## config.mk

```make
export PLATFORM = sky130hd
export DESIGN_NAME = flash_cmd_fsm
export DESIGN_NICKNAME = d
export VERILOG_FILES = /design/src/rtl/flash_cmd_pkg.sv /design/src/rtl/flash_cmd_decode.sv /design/src/rtl/flash_cmd_seq.sv /design/src/rtl/flash_cmd_fsm.sv
export SDC_FILE = /design/constraint.sdc
export NUM_CORES = 1
export LEC_CHECK = 0
export BUFFER_PORTS_ARGS = -buffer_cell sky130_fd_sc_hd__buf_2
export CAP_MARGIN = 10
export CELL_PAD_IN_SITES_DETAIL_PLACEMENT = 2
export CELL_PAD_IN_SITES_GLOBAL_PLACEMENT = 2
export CORE_MARGIN = 4
export CORE_UTILIZATION = 30
export DETAILED_ROUTE_END_ITERATION = 8
export PLACE_DENSITY = 0.76
export SLEW_MARGIN = 20
export SYNTH_ARGS = -nofsm -noshare
export SYNTH_HDL_FRONTEND = slang
export SYNTH_SLANG_ARGS = --single-unit
```

## constraint.sdc

```tcl
create_clock -name clk -period 3.6 [get_ports clk]
set_clock_uncertainty 0.2 [all_clocks]
set_input_delay 0.72 -clock clk [delete_from_list [all_inputs] [get_ports clk]]
set_output_delay 0.72 -clock clk [all_outputs]
set_load 0.005 [all_outputs]
```

## src/rtl/flash_cmd_pkg.sv

```systemverilog
package flash_cmd_pkg;

    typedef enum logic [2:0] {
        MODE_READ    = 3'd0,
        MODE_AUTOSEL = 3'd1,
        MODE_CFI     = 3'd2,
        MODE_BYPASS  = 3'd3,
        MODE_EXTBLK  = 3'd4,
        MODE_ERRHOLD = 3'd5
    } mode_e;

    typedef enum logic [3:0] {
        PH_IDLE,
        PH_U1,
        PH_U2,
        PH_PGM,
        PH_X90,
        PH_E80,
        PH_EU1,
        PH_EU2,
        PH_DW1,
        PH_DW2,
        PH_BYP_PGM,
        PH_BYP_EXIT
    } phase_e;

    typedef struct packed {
        logic       unlock1;
        logic       unlock2;
        logic       cfi_key;
        logic [7:0] code;
    } token_t;

    localparam logic [7:0] CMD_RESET    = 8'hF0;
    localparam logic [7:0] CMD_IDENT    = 8'h90;
    localparam logic [7:0] CMD_QUERY    = 8'h98;
    localparam logic [7:0] CMD_PROGRAM  = 8'hA0;
    localparam logic [7:0] CMD_BYPASS   = 8'h20;
    localparam logic [7:0] CMD_ERASE    = 8'h80;
    localparam logic [7:0] CMD_CHIPERS  = 8'h10;
    localparam logic [7:0] CMD_BLKERS   = 8'h30;
    localparam logic [7:0] CMD_DWORD    = 8'h50;
    localparam logic [7:0] CMD_EXTBLK   = 8'h88;
    localparam logic [7:0] CMD_ZERO     = 8'h00;
    localparam logic [7:0] CMD_SUSPEND  = 8'hB0;
    localparam logic [7:0] KEY_FIRST    = 8'hAA;
    localparam logic [7:0] KEY_SECOND   = 8'h55;

endpackage

```

## src/rtl/flash_cmd_decode.sv

```systemverilog
module flash_cmd_decode
    import flash_cmd_pkg::*;
#(
    parameter int KEY_W = 11
) (
    input  logic [KEY_W-1:0] key_addr,
    input  logic [7:0]       data,
    output token_t           tok
);

    localparam logic [KEY_W-1:0] ADDR_FIRST  = KEY_W'(12'h555);
    localparam logic [KEY_W-1:0] ADDR_SECOND = KEY_W'(12'h2AA);
    localparam logic [KEY_W-1:0] ADDR_QUERY  = KEY_W'(12'h055);

    always_comb begin
        tok.code    = data;
        tok.unlock1 = (data == KEY_FIRST)  && (key_addr == ADDR_FIRST);
        tok.unlock2 = (data == KEY_SECOND) && (key_addr == ADDR_SECOND);
        tok.cfi_key = (data == CMD_QUERY)  && (key_addr == ADDR_QUERY);
    end

endmodule

```

## src/rtl/flash_cmd_seq.sv

```systemverilog
module flash_cmd_seq
    import flash_cmd_pkg::*;
#(
    parameter int ADDR_W = 22
) (
    input  logic              clk,
    input  logic              rst_n,
    input  logic              wr_valid,
    input  logic [ADDR_W-1:0] wr_addr,
    input  token_t            tok,
    input  logic              busy,
    input  logic              vpp_high,
    output mode_e             mode,
    output logic              pgm_start,
    output logic              dw_start,
    output logic              chip_erase_start,
    output logic              blk_erase_sel,
    output logic              suspend_req,
    output logic [ADDR_W-1:0] op_addr,
    output logic [7:0]        op_data,
    output logic [ADDR_W-1:0] first_addr,
    output logic [7:0]        first_data
);

    typedef struct packed {
        mode_e             mode;
        mode_e             prev;
        phase_e            phase;
        logic [ADDR_W-1:0] first_addr;
        logic [7:0]        first_data;
        logic [ADDR_W-1:0] op_addr;
        logic [7:0]        op_data;
        logic              pgm;
        logic              dw;
        logic              ce;
        logic              be;
        logic              susp;
    } st_t;

    st_t st_d, st_q;

    always_comb begin
        st_d      = st_q;
        st_d.pgm  = 1'b0;
        st_d.dw   = 1'b0;
        st_d.ce   = 1'b0;
        st_d.be   = 1'b0;
        st_d.susp = 1'b0;

        if (wr_valid && busy) begin
            if (tok.code == CMD_SUSPEND) st_d.susp = 1'b1;
        end else if (wr_valid) begin
            st_d.phase = PH_IDLE;
            case (st_q.mode)
                MODE_ERRHOLD: begin
                    case (st_q.phase)
                        PH_IDLE: begin
                            if (tok.code == CMD_RESET) st_d.mode = MODE_READ;
                            else if (tok.unlock1)      st_d.phase = PH_U1;
                        end
                        PH_U1: if (tok.unlock2) st_d.phase = PH_U2;
                        PH_U2: if (tok.code == CMD_RESET) st_d.mode = MODE_READ;
                        default: ;
                    endcase
                end
                MODE_CFI: begin
                    if (tok.code == CMD_RESET) st_d.mode = st_q.prev;
                end
                MODE_BYPASS: begin
                    case (st_q.phase)
                        PH_IDLE: begin
                            if (tok.code == CMD_PROGRAM)    st_d.phase = PH_BYP_PGM;
                            else if (tok.code == CMD_IDENT) st_d.phase = PH_BYP_EXIT;
                        end
                        PH_BYP_PGM: begin
                            st_d.pgm     = 1'b1;
                            st_d.op_addr = wr_addr;
                            st_d.op_data = tok.code;
                        end
                        PH_BYP_EXIT: if (tok.code == CMD_ZERO) st_d.mode = MODE_READ;
                        default: ;
                    endcase
                end
                default: begin
                    case (st_q.phase)
                        PH_IDLE: begin
                            if (tok.code == CMD_RESET) begin
                                if (st_q.mode != MODE_EXTBLK) st_d.mode = MODE_READ;
                            end else if (tok.cfi_key && st_q.mode != MODE_EXTBLK) begin
                                st_d.prev = st_q.mode;
                                st_d.mode = MODE_CFI;
                            end else if (tok.unlock1) begin
                                st_d.phase = PH_U1;
                            end else if (tok.code == CMD_DWORD && st_q.mode == MODE_READ) begin
                                st_d.phase = PH_DW1;
                            end
                        end
                        PH_U1: if (tok.unlock2) st_d.phase = PH_U2;
                        PH_U2: begin
                            case (tok.code)
                                CMD_RESET: if (st_q.mode != MODE_EXTBLK) st_d.mode = MODE_READ;
                                CMD_IDENT: begin
                                    if (st_q.mode == MODE_READ)        st_d.mode = MODE_AUTOSEL;
                                    else if (st_q.mode == MODE_EXTBLK) st_d.phase = PH_X90;
                                end
                                CMD_PROGRAM: if (st_q.mode != MODE_AUTOSEL) st_d.phase = PH_PGM;
                                CMD_BYPASS:  if (st_q.mode == MODE_READ) st_d.mode = MODE_BYPASS;
                                CMD_ERASE:   if (st_q.mode == MODE_READ) st_d.phase = PH_E80;
                                CMD_EXTBLK:  if (st_q.mode == MODE_READ) st_d.mode = MODE_EXTBLK;
                                default: ;
                            endcase
                        end
                        PH_PGM: begin
                            st_d.pgm     = 1'b1;
                            st_d.op_addr = wr_addr;
                            st_d.op_data = tok.code;
                        end
                        PH_X90: if (tok.code == CMD_ZERO) st_d.mode = MODE_READ;
                        PH_E80: if (tok.unlock1) st_d.phase = PH_EU1;
                        PH_EU1: if (tok.unlock2) st_d.phase = PH_EU2;
                        PH_EU2: begin
                            if (tok.code == CMD_CHIPERS) begin
                                st_d.ce = 1'b1;
                            end else if (tok.code == CMD_BLKERS) begin
                                st_d.be      = 1'b1;
                                st_d.op_addr = wr_addr;
                                st_d.op_data = tok.code;
                            end
                        end
                        PH_DW1: begin
                            st_d.first_addr = wr_addr;
                            st_d.first_data = tok.code;
                            st_d.phase      = PH_DW2;
                        end
                        PH_DW2: begin
                            if (wr_addr[ADDR_W-1:1] == st_q.first_addr[ADDR_W-1:1]) begin
                                st_d.dw      = 1'b1;
                                st_d.op_addr = wr_addr;
                                st_d.op_data = tok.code;
                            end else begin
                                st_d.mode = MODE_ERRHOLD;
                            end
                        end
                        default: ;
                    endcase
                end
            endcase
        end

        if (vpp_high) begin
            if (st_q.mode != MODE_BYPASS) st_d.phase = PH_IDLE;
            st_d.mode = MODE_BYPASS;
        end
    end

    always_ff @(posedge clk) begin
        if (!rst_n) st_q <= '0;
        else        st_q <= st_d;
    end

    assign mode             = st_q.mode;
    assign pgm_start        = st_q.pgm;
    assign dw_start         = st_q.dw;
    assign chip_erase_start = st_q.ce;
    assign blk_erase_sel    = st_q.be;
    assign suspend_req      = st_q.susp;
    assign op_addr          = st_q.op_addr;
    assign op_data          = st_q.op_data;
    assign first_addr       = st_q.first_addr;
    assign first_data       = st_q.first_data;

endmodule

```

## src/rtl/flash_cmd_fsm.sv

```systemverilog
module flash_cmd_fsm
    import flash_cmd_pkg::*;
#(
    parameter int ADDR_W = 22,
    parameter int KEY_W  = 11
) (
    input  logic              clk,
    input  logic              rst_n,
    input  logic              wr_valid,
    input  logic [ADDR_W-1:0] wr_addr,
    input  logic [7:0]        wr_data,
    input  logic              busy,
    input  logic              vpp_high,
    output logic [2:0]        mode,
    output logic              pgm_start,
    output logic              dw_start,
    output logic              chip_erase_start,
    output logic              blk_erase_sel,
    output logic              suspend_req,
    output logic [ADDR_W-1:0] op_addr,
    output logic [7:0]        op_data,
    output logic [ADDR_W-1:0] first_addr,
    output logic [7:0]        first_data
);

    token_t tok;
    mode_e  mode_cur;

    flash_cmd_decode #(.KEY_W(KEY_W)) i_decode (
        .key_addr (wr_addr[KEY_W-1:0]),
        .data     (wr_data),
        .tok      (tok)
    );

    flash_cmd_seq #(.ADDR_W(ADDR_W)) i_seq (
        .clk              (clk),
        .rst_n            (rst_n),
        .wr_valid         (wr_valid),
        .wr_addr          (wr_addr),
        .tok              (tok),
        .busy             (busy),
        .vpp_high         (vpp_high),
        .mode             (mode_cur),
        .pgm_start        (pgm_start),
        .dw_start         (dw_start),
        .chip_erase_start (chip_erase_start),
        .blk_erase_sel    (blk_erase_sel),
        .suspend_req      (suspend_req),
        .op_addr          (op_addr),
        .op_data          (op_data),
        .first_addr       (first_addr),
        .first_data       (first_data)
    );

    assign mode = mode_cur;

endmodule

```

==> results of run 1 <==
-- path summary, 6_finish.rpt --
| kind | start | cells past startpoint | endpoint |
|---|---|---|---|
| worst max-delay path | i_seq.mode[1] | 7 | i_seq.op_data[6] |
| worst min register to register | i_seq.op_addr[9] | 2 | i_seq.op_addr[9] |
| worst max register to register | i_seq.mode[1] | 7 | i_seq.op_data[6] |
| worst min-delay path | i_seq.op_addr[9] | 2 | i_seq.op_addr[9] |
-- power breakdown --
group / total (W) / internal (W) / switching, W
Combinational: 0.000212 / 0.0000753 / 0.000137
Clock: 0.000843 / 0.000485 / 0.000358
Sequential: 0.000846 / 0.000836 / 0.0000107
Total: 0.00190 / 0.00140 / 0.000506
-- cell usage in the layout (no fill, tap or decap), types with 5 or more instances in the layout --
cell type and count:
o21ai_0 8, xnor2_1 21, o211ai_1 5, nand2_1 142, nand3_1 7, dfxtp_1 75, nand2b_1 7, buf_2 102
nand4_1 10, mux2i_1 36, a31oi_1 6, a21boi_1 30, nor2b_1 8, clkbuf_16 9, a21oi_1 13, nor4_1 7
buf_4 9, nor3_1 8, nor2_1 25, nand3b_1 5
-- flip-flops by register name, indices dropped and copies added, names as in the netlist, 3 cells and up --
name              cells
i_seq.first_addr     22
i_seq.op_addr        22
i_seq.first_data      8
i_seq.op_data         8
i_seq.st_q            7
i_seq.mode            3
-- worst reg2reg max path: stages, from the launching register on --
cell       delay (ns)
dfxtp_1          0.59
nand3b_1         0.39
nand2_2          0.22
nor3_1           0.24
nand3_1          0.21
a2111oi_4        0.49
buf_12           0.25
mux2i_1          0.29
-- final cells by class --
| type | instances | share of cell area |
|---|---|---|
| Multi-Input combinational cell | 409 | 0.490 |
| Tap cell | 211 | 0.0507 |
| Timing Repair Buffer | 113 | 0.119 |
| Inverter | 1 | 0.000720 |
| Clock inverter | 4 | 0.00504 |
| Clock buffer | 12 | 0.0473 |
| Sequential cell | 75 | 0.288 |
-- metrics by stage --
stage,std cells,area [sq um]
2_1_floorplan,584,4720
3_3_place_gp,809,4940
3_5_place_dp,809,4940
4_1_cts,825,5210
5_1_grt,825,5210
6_report,825,5210
-- per-layer routing --
metal | up-vias | wire [microns]
met4 | 0 | 174
met5 | - | 0
met1 | 2063 | 6650
met3 | 15 | 657
met2 | 82 | 8350
li1 | 1991 | -
-- kinds of logic after synthesis --
family | after synthesis | synth area share
and+or+nand+nor | 268 | 0.292
buffers and inverters | 100 | 0.142
xor gates and xnor gates | 23 | 0.0427
DFF | 75 | 0.318
muxes | 36 | 0.0763
AOI/OAI and AO/OA | 82 | 0.129
==> impl_metrics.yaml, run 1 <==
floorplan:
  start_util: 0.308
  io-pin-count: 103
  core_area_sq_um: 15300
  die-height_microns: 133
  rows: 45
  die_w_microns: 133
  die_area_sq_um: 17800
placement:
  numPortBuffers: 102
  routabilityCongestion: 0.866
  hpwl_mm: 11.9
  place_ws_ns: 0.327
critical_path:
  worst_ep_arrival_time_ns: 3.01
  setup.worst_path.end_class: "register"
  path_delay_family: "simple AND/OR/NAND/NOR gates"
  crit_required_ns: 3.65
  reg2reg_slack_ns: 0.64
  crit_chain: "nand3b_1 -> nand2_2 -> nor3_1 -> nand3_1 -> a2111oi_4 -> buf_12 -> mux2i_1"
  slowest_delay_ns: 0.59
  critPathSlowestCell: "dfxtp_1"
  crit_type: "reg2reg"
  critPathLaunchType: "register"
  cp_max_fo: 24
  crit_buf_inv: 1
logic_synthesis:
  synth_top_area_frac: 0.318
  synthTopCellsByCount: "142 x nand2_1, 75 x dfxtp_1, 64 x buf_4"
  synth.distinct_cells: 70
  post_synth.cell_area_avg_sq_um: 8.09
  syn_area_sq_um: 4720
  synthCells: 584
  synth_edf_count: 0
  yosysTopAreaCell: "dfxtp_1"
  ys_seq_area_frac: 0.318
  synth_most_common_cell: "nand2_1"
  synth_async_sr_flop_share: 0
  synthFlopType: "dfxtp_1"
  synthesis.nets: 619
  ys_top_cells_by_area: "dfxtp_1 32%, nand2_1 11%, buf_4 10%"
  synth-seq-cells: 75
  ys_warn_count: 0
grt:
  grt-busiest-layer: "met2"
  grt_max_degree: 76
  grt_pass1_vias: 4470
  grt_pass1_wl_mm: 25.2
  met1_usage: 0.211
  antenna_found_initial: 0
  grt_use_met3: 0.0393
  grt.total_usage: 0.180
  overflow: 0
  use_met2: 0.332
sta:
  hold_viol: 0
  finalSetupTns_ns: 0
  rsz0062_at_grt: "false"
  final.period_utilization: 0.821
  fin_ws_ns: 0.644
  setup_viol: 0
  timing.hold.ws_ns: 0.257
  max_freq_ghz: 0.338
  slew_viol_final: 0
  tightest_slew_ns: 0.552
  relSlewSlack: 0.629
  period_needed_ns: 2.96
routing:
  drt_first_pass_iters: 4
  vias: 4151
  drt_iter0_markers: 142
  vias_per_cell: 5.03
  drc_errors: 0
  ant_nets: 0
  routedWlPerCell_microns: 19.2
  wirelength_mm: 15.8
finish:
  drive_gt1_frac: 0.254
  multi_input_area_sq_um: 2550
  final_util: 0.340
  fin_nets: 644
  area.growth.synth_to_final_pct: 10.4
  fill_cells: 1786
  seq_area_sq_um: 1500
  n_antenna_cell: 0
power_and_ir_drop:
  powerDensity_nw_per_um2: 365
  power.total_w: 0.00190
  irDropWorstVdd_v: 0.000164
  p_leak_nw: 1.97
min_path:
  min_path_type: "reg2reg"
cts:
  cts.clk_slew.worst_paths_ns: 0.06
  cts_max_level: 3
  cts_buffers: 9
  clock_latency_ns: 0.34
  post_cts_buffers: 0
  cts.path.max_buffers: 2
  cts-root-buf: "clkbuf_16"
  cts_tree: "built"
  cts_num_sinks: 75
  hold_buffers: 0
  cts.repair.resized: 0
run:
  max_cap_violations: 0
run_status:
  status: "finished clean"
(Power assumes the default switching activity.)
==> inputs of run 2 (changes only) <==
--- a/config.mk
+++ b/config.mk
@@ -10,7 +10,7 @@
 export CELL_PAD_IN_SITES_DETAIL_PLACEMENT = 2
 export CELL_PAD_IN_SITES_GLOBAL_PLACEMENT = 2
 export CORE_MARGIN = 4
-export CORE_UTILIZATION = 30
+export CORE_UTILIZATION = 29
 export DETAILED_ROUTE_END_ITERATION = 8
 export PLACE_DENSITY = 0.76
 export SLEW_MARGIN = 20
==> constraint.sdc (replaced) <==
create_clock -name clk -period 2.4 [get_ports clk]
set_clock_uncertainty 0.2 [all_clocks]
set_input_delay 0.48 -clock clk [delete_from_list [all_inputs] [get_ports clk]]
set_output_delay 0.48 -clock clk [all_outputs]
set_load 0.005 [all_outputs]
==> run 2 against run 1 <==
The flow now finishes with violations (negative setup slack). Critical endpoint is now i_seq.op_addr[16]. Flip-flop and latch count stayed put. Non-clock buffer count up 80. Wire length grew 23%. Register-to-register slack worse by 0.78 ns. Worst hold slack lost 0.039 ns. Count of clock-buffer cells in the layout down 1. Via count increased by 11%. Highest routed layer unchanged. Global-route usage increased by 3.1 points. Critical path depth increased by 2. Power rose by 63%. Setup slack got worse by 0.78 ns. Die area increased by 3.2%.
==> impl_metrics.yaml, run 2 (synthesis gave the netlist of run 1 again) <==
critical_path:
  crit_required_ns: 2.45
  crit_type: "reg2reg"
  r2r_start: "i_seq.first_addr[3]"
  setup.worst_path.end_class: "register"
  critPathLaunchType: "register"
  worst_ep_arrival_time_ns: 2.59
  reg2regPathDepth: 9
  timing.rr.end: "i_seq.op_addr[16]"
  reg2reg_slack_ns: -0.14
  cp_max_fo: 12
finish:
  drive_gt1_frac: 0.392
  fill_cells: 1817
  mostFrequentLayoutCells: "142 x nand2_1, 100 x buf_2, 81 x buf_4"
  n_antenna_cell: 0
  fin_nets: 724
  final_common_cell: "nand2_1"
  area.growth.synth_to_final_pct: 29.9
cts:
  cts_max_level: 3
  cts.path.max_buffers: 2
  cts_num_sinks: 75
  cts_tree: "built"
  clock_latency_ns: 0.35
  cts-root-buf: "clkbuf_16"
  cts.clk_slew.worst_paths_ns: 0.06
  hold_buffers: 0
  cts_buffers: 9
sta:
  finalSetupTns_ns: -2.50
  max_freq_ghz: 0.394
  final.period_utilization: 1.06
  hold_viol: 0
  slew_viol_final: 0
  fin_ws_ns: -0.138
  rsz0062_at_grt: "true"
  relSlewSlack: 0.723
  setup_viol: 31
  period_needed_ns: 2.54
  timing.hold.ws_ns: 0.218
  tightest_slew_ns: 0.405
placement:
  hpwl_mm: 13.9
  place_ws_ns: -0.634
  numPortBuffers: 102
  routabilityCongestion: 0.830
power_and_ir_drop:
  irDropWorstVdd_v: 0.000276
  powerDensity_nw_per_um2: 506
  p_leak_nw: 2.46
floorplan:
  die_area_sq_um: 18400
  core_area_sq_um: 15900
  rows: 46
  io-pin-count: 103
  start_util: 0.296
  die-height_microns: 136
  die_w_microns: 136
routing:
  vias_per_cell: 5.06
  vias: 4604
  drc_errors: 0
  wirelength_mm: 19.6
  ant_nets: 0
  drt_iter0_markers: 168
  routedWlPerCell_microns: 21.5
  drt_first_pass_iters: 4
grt:
  grt_pass1_wl_mm: 29.7
  overflow: 0
  antenna_found_initial: 0
  grt.total_usage: 0.210
  grt_pass1_vias: 5147
  grt_max_degree: 68
min_path:
  holdPathEnd: "i_seq.op_data[1]"
  min_path_type: "in2reg"
  min-delay-start: "wr_data[1]"
  hold_depth: 3
run:
  max_cap_violations: 0
run_status:
  status: "complete, but fails checks"
  violations: "negative setup slack"
run 2: through the flow:
stage | cells | total power (W) | util | instance area, sq um
CTS | 907 | 0.00309 | 0.376 | 6000
global placement | 885 | 0.00169 | 0.344 | 5490
detailed placement | 885 | 0.00170 | 0.344 | 5490
global route | 910 | 0.00322 | 0.385 | 6140
finish | 910 | 0.00310 | 0.385 | 6140
floorplan | 584 | 0.00149 | - | 4720
run 2: final cells by class:
| class | count | area [sq um] | share of cell area |
|---|---|---|---|
| Multi-Input combinational cell | 409 | 2740 | 0.447 |
| Sequential cell | 75 | 1510 | 0.246 |
| Timing Repair Buffer | 193 | 1310 | 0.214 |
| Tap cell | 216 | 270 | 0.0440 |
| Clock buffer | 11 | 243 | 0.0396 |
| Clock inverter | 5 | 52.6 | 0.00856 |
| Inverter | 1 | 3.75 | 0.000612 |
run 2: worst max-delay path, stage by stage, from the launching register on:
cell and delay [ns]:
dfxtp_2 0.34, xnor2_2 0.24, nand4_1 0.14, nor4_2 0.28, nand3_1 0.16, buf_6 0.16
a2111oi_4 0.29, buf_6 0.17, buf_12 0.17, mux2i_2 0.26
run 2: worst max path at each step:
| stage | start | endpoint | slack, ns | depth (start not counted) |
|---|---|---|---|---|
| after CTS | i_seq.first_addr[4] | i_seq.op_addr[12] | -0.02 | 9 |
| after detailed placement | wr_addr[3] | i_seq.op_addr[12] | -0.63 | 8 |
| final | i_seq.first_addr[3] | i_seq.op_addr[16] | -0.14 | 9 |
| after global routing | i_seq.first_addr[3] | i_seq.op_addr[10] | -0.21 | 10 |
| after global placement | wr_addr[3] | i_seq.op_addr[0] | -0.39 | 8 |
| after floorplan | wr_addr[8] | i_seq.st_q[65] | -0.01 | 6 |
run 2: timing repair:
| item | in CTS | in global routing |
|---|---|---|
| resized for setup | 26 | 28 |
| pin swaps | 10 | 11 |
| gates cloned | 2 | 0 |
| setup buffers | 4 | 3 |
| endpoints found under the setup margin | 33 | 35 |
run 2: layer usage:
| layer | vias up | GRT usage | part of all wire |
|---|---|---|---|
| li1 | 2147 | - | - |
| met1 | 2298 | 0.236 | 0.40 |
| met4 | 0 | 0.0633 | 0.030 |
| met2 | 120 | 0.394 | 0.52 |
| met5 | - | 0 | 0 |
| met3 | 39 | 0.0468 | 0.052 |
run 2: power breakdown:
group          leakage, nW  switching, W  internal, W
clock                0.145      0.000560     0.000829
sequential           0.609    0.00000768      0.00125
combinational         1.71      0.000263     0.000190
total                 2.46      0.000831      0.00227
